--- src/rtl/fg_pkg.sv ---
package fg_pkg;

  typedef enum logic [1:0] {
    OP_READ  = 2'b00,
    OP_FETCH = 2'b01,
    OP_PROG  = 2'b10,
    OP_ERASE = 2'b11
  } fg_op_e;

  localparam logic [1:0] MODE_OPEN  = 2'b00;
  localparam logic [1:0] MODE_RONLY = 2'b01;
  localparam logic [1:0] MODE_XONLY = 2'b10;

  // strictness order: open 0, read-only 1, execute-only (10 or 11) 2
  function automatic logic [1:0] fg_rank(input logic [1:0] m);
    case (m)
      2'b00:   return 2'd0;
      2'b01:   return 2'd1;
      default: return 2'd2;
    endcase
  endfunction

  function automatic logic [1:0] fg_norm(input logic [1:0] m);
    return (m == 2'b11) ? MODE_XONLY : m;
  endfunction

endpackage

--- src/rtl/fg_region_table.sv ---
module fg_region_table
  import fg_pkg::*;
#(
  parameter int NREG   = 64,
  parameter int RIDX_W = 6
) (
  input  logic                clk,
  input  logic                rst,
  input  logic                upd_en,
  input  logic [RIDX_W-1:0]   upd_idx,
  input  logic [1:0]          upd_mode,
  input  logic [RIDX_W-1:0]   look_idx,
  output logic [1:0]          look_mode,
  output logic [2*NREG-1:0]   tbl_flat
);

  logic [NREG-1:0][1:0] tbl;

  for (genvar g = 0; g < NREG; g++) begin : g_region
    always_ff @(posedge clk) begin
      if (rst) begin
        tbl[g] <= MODE_OPEN;
      end else if (upd_en && (upd_idx == RIDX_W'(g)) &&
                   (fg_rank(upd_mode) > fg_rank(tbl[g]))) begin
        tbl[g] <= fg_norm(upd_mode);
      end
    end
    assign tbl_flat[2*g +: 2] = tbl[g];
  end

  assign look_mode = tbl[look_idx];

endmodule

--- src/rtl/fg_policy.sv ---
module fg_policy
  import fg_pkg::*;
(
  input  logic [1:0] op,
  input  logic       dbg,
  input  logic [1:0] mode,
  output logic       allow
);

  logic [1:0] rank;
  assign rank = fg_rank(mode);

  always_comb begin
    case (op)
      OP_READ:  allow = (rank != 2'd2);
      OP_FETCH: allow = (rank != 2'd2) || !dbg;
      default:  allow = (rank == 2'd0);
    endcase
  end

endmodule

--- src/rtl/fg_read_pipe.sv ---
module fg_read_pipe #(
  parameter int WA_W = 15,
  parameter int DW   = 32
) (
  input  logic             clk,
  input  logic             rst,
  input  logic             issue,
  input  logic             allow,
  input  logic [WA_W-1:0]  waddr,
  input  logic [DW-1:0]    mem_rdata,
  output logic             re,
  output logic [WA_W-1:0]  raddr,
  output logic             rsp_valid,
  output logic [DW-1:0]    rsp_data,
  output logic             rd_err
);

  logic s1_v, s1_blk, s2_v, s2_blk;

  always_ff @(posedge clk) begin
    if (rst) begin
      s1_v      <= 1'b0;
      s1_blk    <= 1'b0;
      s2_v      <= 1'b0;
      s2_blk    <= 1'b0;
      re        <= 1'b0;
      raddr     <= '0;
      rsp_valid <= 1'b0;
      rsp_data  <= '0;
      rd_err    <= 1'b0;
    end else begin
      s1_v      <= issue;
      s1_blk    <= issue & ~allow;
      re        <= issue & allow;
      if (issue) raddr <= waddr;
      s2_v      <= s1_v;
      s2_blk    <= s1_blk;
      rsp_valid <= s2_v;
      rsp_data  <= (s2_v && !s2_blk) ? mem_rdata : '0;
      rd_err    <= s2_v & s2_blk;
    end
  end

endmodule

--- src/rtl/fg_write_engine.sv ---
module fg_write_engine #(
  parameter int WA_W       = 15,
  parameter int DW         = 32,
  parameter int BLK_WORDS  = 256,
  parameter int PROG_CYC   = 6,
  parameter int ERASE_TAIL = 4,
  localparam int BI_W      = $clog2(BLK_WORDS),
  localparam int ERASE_DUR = BLK_WORDS + ERASE_TAIL,
  localparam int MAX_DUR   = (ERASE_DUR > PROG_CYC) ? ERASE_DUR : PROG_CYC,
  localparam int CNT_W     = $clog2(MAX_DUR + 1)
) (
  input  logic             clk,
  input  logic             rst,
  input  logic             start,
  input  logic             is_erase,
  input  logic [WA_W-1:0]  waddr,
  input  logic [DW-1:0]    wdata,
  input  logic [DW-1:0]    mem_rdata,
  output logic             busy,
  output logic             re,
  output logic             we,
  output logic [WA_W-1:0]  addr,
  output logic [DW-1:0]    wdata_o
);

  typedef enum logic [2:0] {W_IDLE, W_PRD, W_PCAP, W_PWR, W_ERASE} wst_e;

  wst_e             st;
  logic [CNT_W-1:0] cnt;
  logic [BI_W-1:0]  idx;
  logic [DW-1:0]    wd_hold;

  // fixed-length busy window, independent of the sequencing below
  always_ff @(posedge clk) begin
    if (rst) begin
      busy <= 1'b0;
      cnt  <= '0;
    end else if (start) begin
      busy <= 1'b1;
      cnt  <= is_erase ? CNT_W'(ERASE_DUR - 1) : CNT_W'(PROG_CYC - 1);
    end else if (busy) begin
      if (cnt == '0) busy <= 1'b0;
      else           cnt  <= cnt - CNT_W'(1);
    end
  end

  always_ff @(posedge clk) begin
    if (rst) begin
      st      <= W_IDLE;
      re      <= 1'b0;
      we      <= 1'b0;
      addr    <= '0;
      wdata_o <= '0;
      wd_hold <= '0;
      idx     <= '0;
    end else begin
      case (st)
        W_IDLE: begin
          if (start && is_erase) begin
            we      <= 1'b1;
            addr    <= {waddr[WA_W-1:BI_W], {BI_W{1'b0}}};
            wdata_o <= '1;
            idx     <= '0;
            st      <= W_ERASE;
          end else if (start) begin
            re      <= 1'b1;
            addr    <= waddr;
            wd_hold <= wdata;
            st      <= W_PRD;
          end
        end
        W_PRD: begin
          re <= 1'b0;
          st <= W_PCAP;
        end
        W_PCAP: begin
          we      <= 1'b1;
          wdata_o <= mem_rdata & wd_hold;
          st      <= W_PWR;
        end
        W_PWR: begin
          we <= 1'b0;
          st <= W_IDLE;
        end
        W_ERASE: begin
          if (idx == BI_W'(BLK_WORDS - 1)) begin
            we <= 1'b0;
            st <= W_IDLE;
          end else begin
            idx  <= idx + BI_W'(1);
            addr <= addr + WA_W'(1);
          end
        end
        default: st <= W_IDLE;
      endcase
    end
  end

endmodule

--- src/rtl/flash_guard.sv ---
module flash_guard
  import fg_pkg::*;
#(
  parameter int FLASH_BYTES  = 131072,
  parameter int WORD_BYTES   = 4,
  parameter int ERASE_BYTES  = 1024,
  parameter int REGION_BYTES = 2048,
  parameter int PROG_CYC     = 6,
  parameter int ERASE_TAIL   = 4,
  localparam int ADDR_W    = $clog2(FLASH_BYTES),
  localparam int DW        = 8 * WORD_BYTES,
  localparam int WOFF      = $clog2(WORD_BYTES),
  localparam int WA_W      = ADDR_W - WOFF,
  localparam int BLK_WORDS = ERASE_BYTES / WORD_BYTES,
  localparam int RSH       = $clog2(REGION_BYTES),
  localparam int NREG      = FLASH_BYTES / REGION_BYTES,
  localparam int RIDX_W    = $clog2(NREG)
) (
  input  logic              clk,
  input  logic              rst,
  input  logic              req_valid,
  output logic              req_ready,
  input  logic [1:0]        req_op,
  input  logic              req_dbg,
  input  logic [ADDR_W-1:0] req_addr,
  input  logic [DW-1:0]     req_wdata,
  output logic              rsp_valid,
  output logic [DW-1:0]     rsp_rdata,
  output logic              acc_err,
  output logic              busy,
  input  logic              prot_we,
  input  logic [RIDX_W-1:0] prot_region,
  input  logic [1:0]        prot_mode,
  output logic              mem_re,
  output logic              mem_we,
  output logic [WA_W-1:0]   mem_addr,
  output logic [DW-1:0]     mem_wdata,
  input  logic [DW-1:0]     mem_rdata
);

  logic              accept, allow, rd_issue, wr_req, wr_start, wr_blk;
  logic              wr_err_q, rd_err;
  logic [1:0]        look_mode;
  logic [2*NREG-1:0] mode_tbl;
  logic [WA_W-1:0]   waddr, rp_addr, eng_addr;
  logic              rp_re, eng_re;
  logic              unused_lsb;

  assign waddr      = req_addr[ADDR_W-1:WOFF];
  assign unused_lsb = ^req_addr[WOFF-1:0];

  assign accept   = req_valid & ~busy;
  assign rd_issue = accept & ~req_op[1];
  assign wr_req   = accept &  req_op[1];
  assign wr_start = wr_req &  allow;
  assign wr_blk   = wr_req & ~allow;

  fg_region_table #(.NREG(NREG), .RIDX_W(RIDX_W)) u_table (
    .clk       (clk),
    .rst       (rst),
    .upd_en    (prot_we),
    .upd_idx   (prot_region),
    .upd_mode  (prot_mode),
    .look_idx  (req_addr[ADDR_W-1:RSH]),
    .look_mode (look_mode),
    .tbl_flat  (mode_tbl)
  );

  fg_policy u_policy (
    .op    (req_op),
    .dbg   (req_dbg),
    .mode  (look_mode),
    .allow (allow)
  );

  fg_read_pipe #(.WA_W(WA_W), .DW(DW)) u_rpipe (
    .clk       (clk),
    .rst       (rst),
    .issue     (rd_issue),
    .allow     (allow),
    .waddr     (waddr),
    .mem_rdata (mem_rdata),
    .re        (rp_re),
    .raddr     (rp_addr),
    .rsp_valid (rsp_valid),
    .rsp_data  (rsp_rdata),
    .rd_err    (rd_err)
  );

  fg_write_engine #(
    .WA_W(WA_W), .DW(DW), .BLK_WORDS(BLK_WORDS),
    .PROG_CYC(PROG_CYC), .ERASE_TAIL(ERASE_TAIL)
  ) u_weng (
    .clk       (clk),
    .rst       (rst),
    .start     (wr_start),
    .is_erase  (req_op[0]),
    .waddr     (waddr),
    .wdata     (req_wdata),
    .mem_rdata (mem_rdata),
    .busy      (busy),
    .re        (eng_re),
    .we        (mem_we),
    .addr      (eng_addr),
    .wdata_o   (mem_wdata)
  );

  always_ff @(posedge clk) begin
    if (rst) wr_err_q <= 1'b0;
    else     wr_err_q <= wr_blk;
  end

  assign acc_err   = wr_err_q | rd_err;
  assign req_ready = ~busy;
  assign mem_re    = rp_re | eng_re;
  assign mem_addr  = rp_re ? rp_addr : eng_addr;

endmodule

--- config.mk ---
export PLATFORM = sky130hd
export DESIGN_NAME = flash_guard
export DESIGN_NICKNAME = d
export VERILOG_FILES = /design/src/rtl/fg_pkg.sv /design/src/rtl/fg_region_table.sv /design/src/rtl/fg_policy.sv /design/src/rtl/fg_read_pipe.sv /design/src/rtl/fg_write_engine.sv /design/src/rtl/flash_guard.sv
export SDC_FILE = /design/constraint.sdc
export NUM_CORES = 1
export LEC_CHECK = 0
export ABC_CLOCK_PERIOD_IN_PS = 3810
export BUFFER_PORTS_ARGS = -buffer_cell sky130_fd_sc_hd__buf_2
export CAP_MARGIN = 15
export CORE_ASPECT_RATIO = 0.6
export CORE_MARGIN = 2
export CORE_UTILIZATION = 51
export DETAILED_ROUTE_END_ITERATION = 8
export GPL_ROUTABILITY_DRIVEN = 0
export GPL_TIMING_DRIVEN = 0
export PLACE_DENSITY = 0.74
export SETUP_SLACK_MARGIN = 0.05
export SYNTH_ARGS = -nofsm -noshare
export SYNTH_HDL_FRONTEND = slang
export SYNTH_SLANG_ARGS = --single-unit
--- constraint.sdc ---
create_clock -name clk -period 3.81 [get_ports clk]
set_clock_uncertainty 0.15 [all_clocks]
set_input_delay 0.5715 -clock clk [delete_from_list [all_inputs] [get_ports clk]]
set_output_delay 0.5715 -clock clk [all_outputs]
set_load 0.02 [all_outputs]
# After elaboration in Yosys (flattened, before gate mapping)
# Index checks and enable logic that the tools add are counted.
totals:
  output_inout_bits: 85
  input_bits: 96
  word_cells: 691
  reg_bits: 285
op_classes:
  n_reduce_logical: 218
  bitwise: 16
  n_addsub: 3
  n_eq_ne: 144
  order_cmp: 65
  n_mux: 162
op_table:
  columns: ["operator", "n"]
  rows:
  - ["$pmux W2 S2", 66]
  - ["$eq A6 B6 Y1 const B", 32]
  - ["$logic_not A2 Y1", 68]
  - ["$eq A2 B1 Y1 const B", 67]
  - ["$mux W2", 67]
  - ["$logic_and A1 B1 Y1", 130]
  - ["$gt A2 B2 Y1", 64]
  - ["$eq A6 B5 Y1 const B", 16]
  - ["$pmux W32 S2", 1]
  - ["$mux W15", 4]
  - ["$eq A6 B4 Y1 const B", 8]
  - ["$mux W9", 4]
  - ["$and A32 B32 Y32", 1]
  - ["$mux W32", 1]
  - ["$pmux W15 S2", 1]
  - ["$eq A6 B3 Y1 const B", 4]
  - ["$mux W8", 2]
  - ["$pmux W8 S2", 1]
  - ["$add A15 B1 Y15 const B", 1]
  - ["$reduce_and A3 Y1", 5]
  - ["$bmux W2 S6", 1]
  - ["$eq A6 B2 Y1 const B", 2]
  - ["$pmux W3 S4", 1]
  - ["$logic_not A9 Y1", 1]
  - ["other kinds (27)", 60]

# Depth between registers and ports, before layout
# Gate-level depths: netlist of run 1.
depth:
  depth_word: 11
  ltp_mapped: 12
  depth_no_buf: 9

# Modules after synthesis
# From an unflattened synthesis of run 1, not the netlist that was laid out.
unflattened:
  cells_unflattened: 1692
  area_unflattened_um2: 15950.3
by_module_without_submodules:
  columns: ["mod", "n_inst", "cells_per_inst", "area_each_um2", "seq_area_each_um2"]
  rows:
  - ["fg_region_table", 1, 983, 9564.2, 2562.5]
  - ["fg_write_engine", 1, 549, 4446.8, 2042.0]
  - ["fg_read_pipe", 1, 131, 1622.8, 1081.0]
  - ["flash_guard", 1, 26, 297.8, 20.0]
  - ["fg_policy", 1, 3, 18.8, 0.0]

# Worst setup path after synthesis of run 1
# No wires, ideal clock.
synth_path:
  kind: "input -> register"
  start: "input port prot_mode[1]"
  end: "register u_table.tbl, in the netlist u_table.tbl_flat[108]"
  cell_stages: 5
  setup_time_ns: 0.128
  n_path_buf: 1
  slack_ns: -0.110
  t_required_ns: 3.532
  t_arrival_ns: 3.643
  path_cell_list: "clkbuf_1 ha_1 a2111oi_0 mux2i_1 nor2_1"
synth_via:
  elab_chain_cells: 5
  word_cells_on_any_way: 8
  cone_classes: "1 x order compare; 2 x eq/ne; 3 x mux; 2 x reduce/logical"
synth_rtl:
  columns: ["element", "line_no", "rtl"]
  rows:
  - ["start, declared", "flash_guard.sv:33", "input logic [1:0] prot_mode,"]
  - ["$eq A2 B1 Y1 or $logic_not A2 Y1 (tied branches)", "fg_pkg.sv:16", "case (m)"]
  - ["$pmux W2 S2", "fg_pkg.sv:16", null]
  - ["$mux W2", "fg_region_table.sv:21", "if (rst) begin"]
  - ["$gt A2 B2 Y1", "fg_region_table.sv:24", "(fg_rank(upd_mode) > fg_rank(tbl[g]))) begin"]
  - ["$logic_and A1 B1 Y1", "fg_region_table.sv:23", "end else if (upd_en && (upd_idx == RIDX_W'(g)) &&"]
  - ["end signal, assigned by index", "fg_region_table.sv:25", "tbl[g] <= fg_norm(upd_mode);"]
  - ["end, declared", "fg_region_table.sv:17", "logic [NREG-1:0][1:0] tbl;"]
# Parallel ways exist; a longest one is shown, timed or not. The select of a mux whose other input is x is not followed.
# A chain may end at the register's enable or synchronous reset.

# Worst setup path in the final report of run 1
layout_path:
  start: "input port prot_mode[1]"
  end: "register u_table.tbl, in the netlist u_table.tbl_flat[89]"
# Same word-level chain as after synthesis.

==> reports/metrics.cfg, run 1 <==
[worst_hold_path]
hp-class=in2reg
worstHoldStart=mem_rdata[18]

[timing]
final_hold_viol_count=0
slew_viol_final=0
max_slew_margin_pct=27.3
setup_viol=0
rsz0062_at_grt=false
max_freq_mhz=295
worst_slew_pin_slew_ns=1.06
tns_ns=0
post-route-min-period_ns=3.39
timing.final.crit_share_pct=88.9

[grt]
antenna_found_initial=2
grt_pass1_wl_mm=77.4
grt_pass1_vias=13700
grt_overflow=0
grtUsageTotal_pct=30.7
grt_max_degree=65

[yosys]
synth_area_um2=15600
synth_cell_types=58
ys.flop_type=dfxtp_1
ys_ff_latch=285
synth_edf_count=0
ys_warn_count=0
async_reset_ff_share_pct=0
synth-seq-area-share_pct=36.5
synth_area_per_cell_um2=9.00
syn-num-nets=1963
syn_inst=1735

[detailed_routing]
vias=14300
vias_per_cell=6.06
drt_iter0_markers=1646
firstDrtPassIters=8
drc_errors=1
final_antenna_net_count=0
post_drt_wl_per_cell_um=21.4
wl_mm=50.6

[worst_setup_path]
worstSetupPathType=in2reg
crit_fanout=64
cp.arrival_ns=3.66
worst_ep_required_time_ns=4.08
reg2reg_from=u_weng.busy
critPathLaunchType=input port
crit_path_end_kind=flop
critPathLaunch=prot_mode[1]

[cts]
cts-root-buf=clkbuf_16
cts_setup_buffers=0
cts-resized-gates=0
clk_pin_slew_ns=0.07
ctsHoldBuffers=0
cts_tree=done
cts_buffers=28
clockBufferDepth=3
clkLatencyLatePin_ns=0.56
clock_sinks=285
cts_max_level=1

[cells_and_area]
finalInstanceArea_um2=17900
final_common_cell=dfxtp_1
area_growth_pct=14.8
fin_nets=2167
final_cell_mix=dfxtp_1, buf_2, nor2_1
drive_above_1_share_pct=15.2
antenna_cells=0
stdcell_count=2364

[placed_design]
dpl.cell_count=2317
place_area_um2=17000
dp.final_hpwl_mm=37.4
port_buffers=173

[run_status]
violations=design-rule violations
status=finished with violations

[floorplan]
fp.dieH_um=140
ios=181
core_area_um2=30000
dieArea_um2=32100
start_util_pct=52.0
fp.dieW_um=230
num_rows=49

[power_and_ir_drop]
power.ir.vdd_worst_mv=0.312
leakage_nw=6.72
p_total_mw=6.91
pwr_density_cell_nw_per_um2=386

[run]
cap_violations=0

==> registers in the layout, indices dropped and copies added (netlist names), 3 cells and up <==
name and cells:
u_rpipe.raddr 15, u_weng.wd_hold 32, u_weng.cnt 9, u_table.tbl_flat 128, u_weng.wdata_o 32, u_weng.idx 8, u_weng.st 3, u_weng.addr 15
u_rpipe.rsp_data 32
==> metal layers <==
layer | routed length (um) | up-vias | track usage [%]
li1 | - | 6578 | -
met1 | 22900 | 6940 | 45.6
met2 | 20700 | 744 | 43.5
met3 | 6210 | 73 | 9.65
met4 | 819 | 0 | 6.28
met5 | 0 | - | 0
==> logic make-up after synthesis <==
kind of cell	Yosys count	share of synthesized area [%]
compound gates	370	15.8
xor+xnor	17	0.953
fa+ha+maj	132	10.6
buf+inv	248	6.41
flops	285	36.5
mux	189	14.6
simple gates	494	15.1
==> power by group <==
group          leakage, nW  internal (mW)  switching [mW]
clock network        0.444           1.58            1.21
logic                 3.97          0.311           0.677
registers             2.30           3.07          0.0629
total                 6.72           4.96            1.95
==> worst paths after layout <==
check,end,slack (ns),cells after the start
setup / recovery,u_table.tbl_flat[89],0.42,8
hold / removal,u_rpipe.rsp_data[18],0.08,2
setup reg to reg,u_weng.wd_hold[28],0.52,8
hold reg to reg,u_rpipe.s2_v,0.30,1
==> metrics by stage <==
| step | setup WS [ns] | hold WS (ns) | util [%] |
|---|---|---|---|
| 3_3_place_gp | -1.34 | 0.285 | 56.6 |
| 6_report | 0.423 | 0.0842 | 59.7 |
| 4_1_cts | 0.529 | 0.0621 | 59.7 |
| 3_5_place_dp | -0.0447 | 0.293 | 56.7 |
| 2_1_floorplan | 0.0959 | 0.264 | - |
| 5_1_grt | 0.282 | 0.0693 | 59.7 |
==> cells in the mapped netlist (all sizes together) (31+ instances only) <==
master     n  area [um^2]
clkbuf    76          285
nor2b     77          482
nand2    119          447
dfxtp    285         5710
o31ai     40          300
buf       31          186
inv      139          522
nand4     41          257
and2      37          231
a2111oi   64          561
o21a      34          255
mux2i    142         1420
ha       132         1650
a21oi    164          825
nor2     164          616
==> worst max-delay path, stage by stage <==
cell       delay [ns]
buf_2            0.11
nor2b_1          0.14
clkbuf_1         0.55
inv_4            0.49
ha_1             0.48
a2111oi_0        0.91
mux2i_1          0.27
nor2_1           0.05
==> area by class of cell <==
| class | instances | area (um^2) |
|---|---|---|
| plain buffers | 107 | 475 |
| clock buffers | 41 | 841 |
| clock inverters | 6 | 57.6 |
| fillers | 2648 | 12100 |
| inverters | 141 | 532 |
| multi-input cells | 1202 | 8920 |
| flip-flops and latches | 285 | 5710 |
| well taps | 408 | 510 |
| repair buffers | 174 | 893 |
Note: power is estimated with default switching activity, not from simulation.
==> inputs of run 2 (changes only) <==
CORE_UTILIZATION = 53   (was 51)
PLACE_DENSITY = 0.76   (was 0.74)
SYNTH_HIERARCHICAL = 1   (was not set)
TNS_END_PERCENT = 5   (was not set)
==> run 2 against run 1 <==
The run now ends clean. Combinational power is 0.5% higher. Worst hold slack hardly changed. Fmax is 8.8% lower. Clock-buffer cell count is 1 lower. Total power is 0.24% higher. Synthesized area is 2.1% higher. Non-clock buffer count is 7 lower.
==> reports/metrics.cfg, run 2 <==
[run_status]
status=finished clean

[yosys]
synth-seq-area-share_pct=35.8
ys.flop_type=dfxtp_1
async_reset_ff_share_pct=0
syn-num-nets=1919
netlist.area_leader.share_pct=35.8
ys_ff_latch=285
synth_commonest_cells=dfxtp_1, nor2_1, mux2i_1
synth_area_per_cell_um2=9.43
synth_simple_gate_area_share_pct=16.9
synth_mux_area_share_pct=15.4
synth.most_common_cell=dfxtp_1
yosys.area_share.xor_xnor_pct=0.275
syn_inst=1692
synth_fa_ha_area_share_pct=10.3
synth_compound_area_share_pct=15.3
synth_cell_types=75
synth_top_area_cell=dfxtp_1
synth.area.top_cells=dfxtp_1, ha_1, mux2i_1, a2111oi_2, a21oi_1
synth_top_family_by_area=simple AND/OR/NAND/NOR gates
synth_edf_count=0
ys_warn_count=6
synth_area_um2=16000

[worst_setup_path]
crit_path_end_kind=flop
cp_cell_sequence=clkbuf_4 > buf_12 > buf_8 > mux4_2 > mux2i_1 > o21ai_0 > o21ai_1 > nor2_1 > a21oi_1 > or2_1 > inv_1 > nor2_1 > buf_6 > nor4b_4 > buf_6 > nand2_1 > a2111o_1 > nand2_1
crit_family=compound AO/OA/AOI/OAI gates
cp_num_buf_inv=6
reg2reg_to=u_weng/idx[3]
critPathSlowestCell=a2111o_1
crit_fanout=10
r2r_cells=15
slowest_delay_ns=0.47
critPathLaunchType=input port
rrSetupSlack_ns=0.18
worstSetupPathType=in2reg
worst_ep_required_time_ns=4.16
cp.arrival_ns=4.06
reg2reg_from=u_table/tbl_flat[91]

[power_and_ir_drop]
pwr_density_cell_nw_per_um2=376
switching_share_pct=27.4
p_seq_share_pct=45.3
power_frac_comb_pct=14.3
switching_power_mw=1.90
power_frac_clock_pct=40.4
power.ir.vdd_worst_mv=0.325
p_int_mw=5.03
leakage_nw=6.86

[grt]
grt_pass1_wl_mm=73.7
grt_max_degree=65
antenna_found_initial=0
grt_pass1_vias=13200
grtUsageTotal_pct=29.2
grt_overflow=0

[worst_hold_path]
worstHoldStart=mem_rdata[9]
hp-class=in2reg
hold_path_end=u_rpipe/rsp_data[9]
whs_path_depth=2

[cells_and_area]
largest_reg_flops=128
antenna_cells=0
stdcell_count=2330
fillers=2485
final_cell_mix=dfxtp_1, buf_2, nor2_1
area_growth_pct=15.7
fin_nets=2130
drive_above_1_share_pct=21.6
final_common_cell=dfxtp_1

[timing]
hold_slack_ns=0.0838
max_freq_mhz=269
worst_slew_pin_slew_ns=0.960
timing.final.crit_share_pct=97.5
max_slew_margin_pct=36.0
post-route-min-period_ns=3.71
slew_viol_final=0
timing.final.ws_setup_ns=0.0971
final_hold_viol_count=0
setup_viol=0

[floorplan]
ios=181
dieArea_um2=31500
core_area_um2=29800
num_rows=49
fp.dieW_um=228
fp.dieH_um=138
start_util_pct=53.5

[detailed_routing]
drc_errors=0
post_drt_wl_per_cell_um=20.3
drt_iter0_markers=1650
vias=13800
final_antenna_net_count=0
firstDrtPassIters=6
vias_per_cell=5.93
wl_mm=47.4

[placed_design]
dpl.cell_count=2279
dp.final_hpwl_mm=34.8
place_ws_ns=-1.48
port_buffers=178

[cts]
cts_max_level=1
clkLatencyLatePin_ns=0.56
cts_buffers=28
clk_pin_slew_ns=0.06
cts-root-buf=clkbuf_16
ctsHoldBuffers=0
clock_sinks=285
cts_tree=done
clockBufferDepth=3

[run]
cap_violations=0

==> run 2: cells by family (layout without fill, tap and decap cells) <==
| group | Yosys count | count (layout) |
|---|---|---|
| AOI/OAI and AO/OA | 294 | 294 |
| xor gates and xnor gates | 5 | 5 |
| adders and majority gates | 131 | 131 |
| buffers and inverters | 236 | 466 |
| DFF | 285 | 285 |
| muxes | 200 | 200 |
| and+or+nand+nor | 541 | 541 |
==> run 2: worst register-to-register path, cell delays in order, from the launching register on <==
cell and delay (ns):
dfxtp_1 0.37, mux4_2 0.48, nor2b_1 0.14, a211oi_1 0.28, a211o_1 0.16, o211ai_1 0.14
a21oi_1 0.15, or2_1 0.16, inv_1 0.05, nor2_1 0.14, buf_6 0.18, nor4b_4 0.25
buf_6 0.17, nand2_1 0.20, a2111o_1 0.47, nand2_1 0.07
==> run 2: how the worst max path moves through the flow <==
stage          cells past startpoint  slack (ns)          from               endpoint
2_1_floorplan                     18        0.06  req_addr[11]     u_weng/wdata_o[10]
3_3_place_gp                       6       -1.48  prot_mode[1]  u_table/tbl_flat[122]
3_5_place_dp                      19       -1.48  req_addr[13]     u_weng/wdata_o[21]
4_1_cts                           17        0.05  req_addr[11]          u_weng/idx[7]
5_1_grt                           18       -0.01  req_addr[11]          u_weng/idx[7]
6_report                          18         0.1  req_addr[12]          u_weng/idx[3]
==> run 2: repair_timing <==
action	in CTS	in global routing
gates resized for setup	20	24
setup endpoints to repair	90	77
setup buffers	1	4
pin swaps	0	1
==> run 2: power by group through the flow <==
stage          clock network (mW)  registers [mW]  logic [mW]
6_report                     2.80            3.14       0.993
5_1_grt                      2.95            3.15        1.06
4_1_cts                      2.83            3.14       0.959
3_5_place_dp                    0            3.20       0.944
3_3_place_gp                    0            3.20       0.911
2_1_floorplan                   0            3.24       0.568
==> run 2: area by class of cell <==
type | instances | area (um^2) | area share, %
Multi-Input combinational cell | 1171 | 9290 | 50.4
Sequential cell | 285 | 5710 | 30.9
Timing Repair Buffer | 184 | 965 | 5.23
Clock buffer | 40 | 807 | 4.37
Inverter | 143 | 539 | 2.92
Buffer | 90 | 527 | 2.85
Tap cell | 408 | 510 | 2.77
Clock inverter | 9 | 104 | 0.563
==> run 2: metrics by stage <==
step / setup TNS (ns) / instance area, um^2 / power (mW) / utilization, %
after floorplan: 0 / 16000 / 3.81 / -
after global placement: -288.23 / 17400 / 4.11 / 58.2
after detailed placement: -113.17 / 17400 / 4.15 / 58.4
after CTS: 0 / 18400 / 6.93 / 61.6
after global routing: -0.0174 / 18500 / 7.16 / 61.9
final: 0 / 18500 / 6.93 / 61.9
==> run 2: metal layers <==
layer,vias up,GRT usage (%),part of all wire (%)
met5,-,0,0
met4,0,8.67,3.0
met3,104,7.03,11
met2,692,42.2,41
met1,6596,42.9,44
li1,6426,-,-
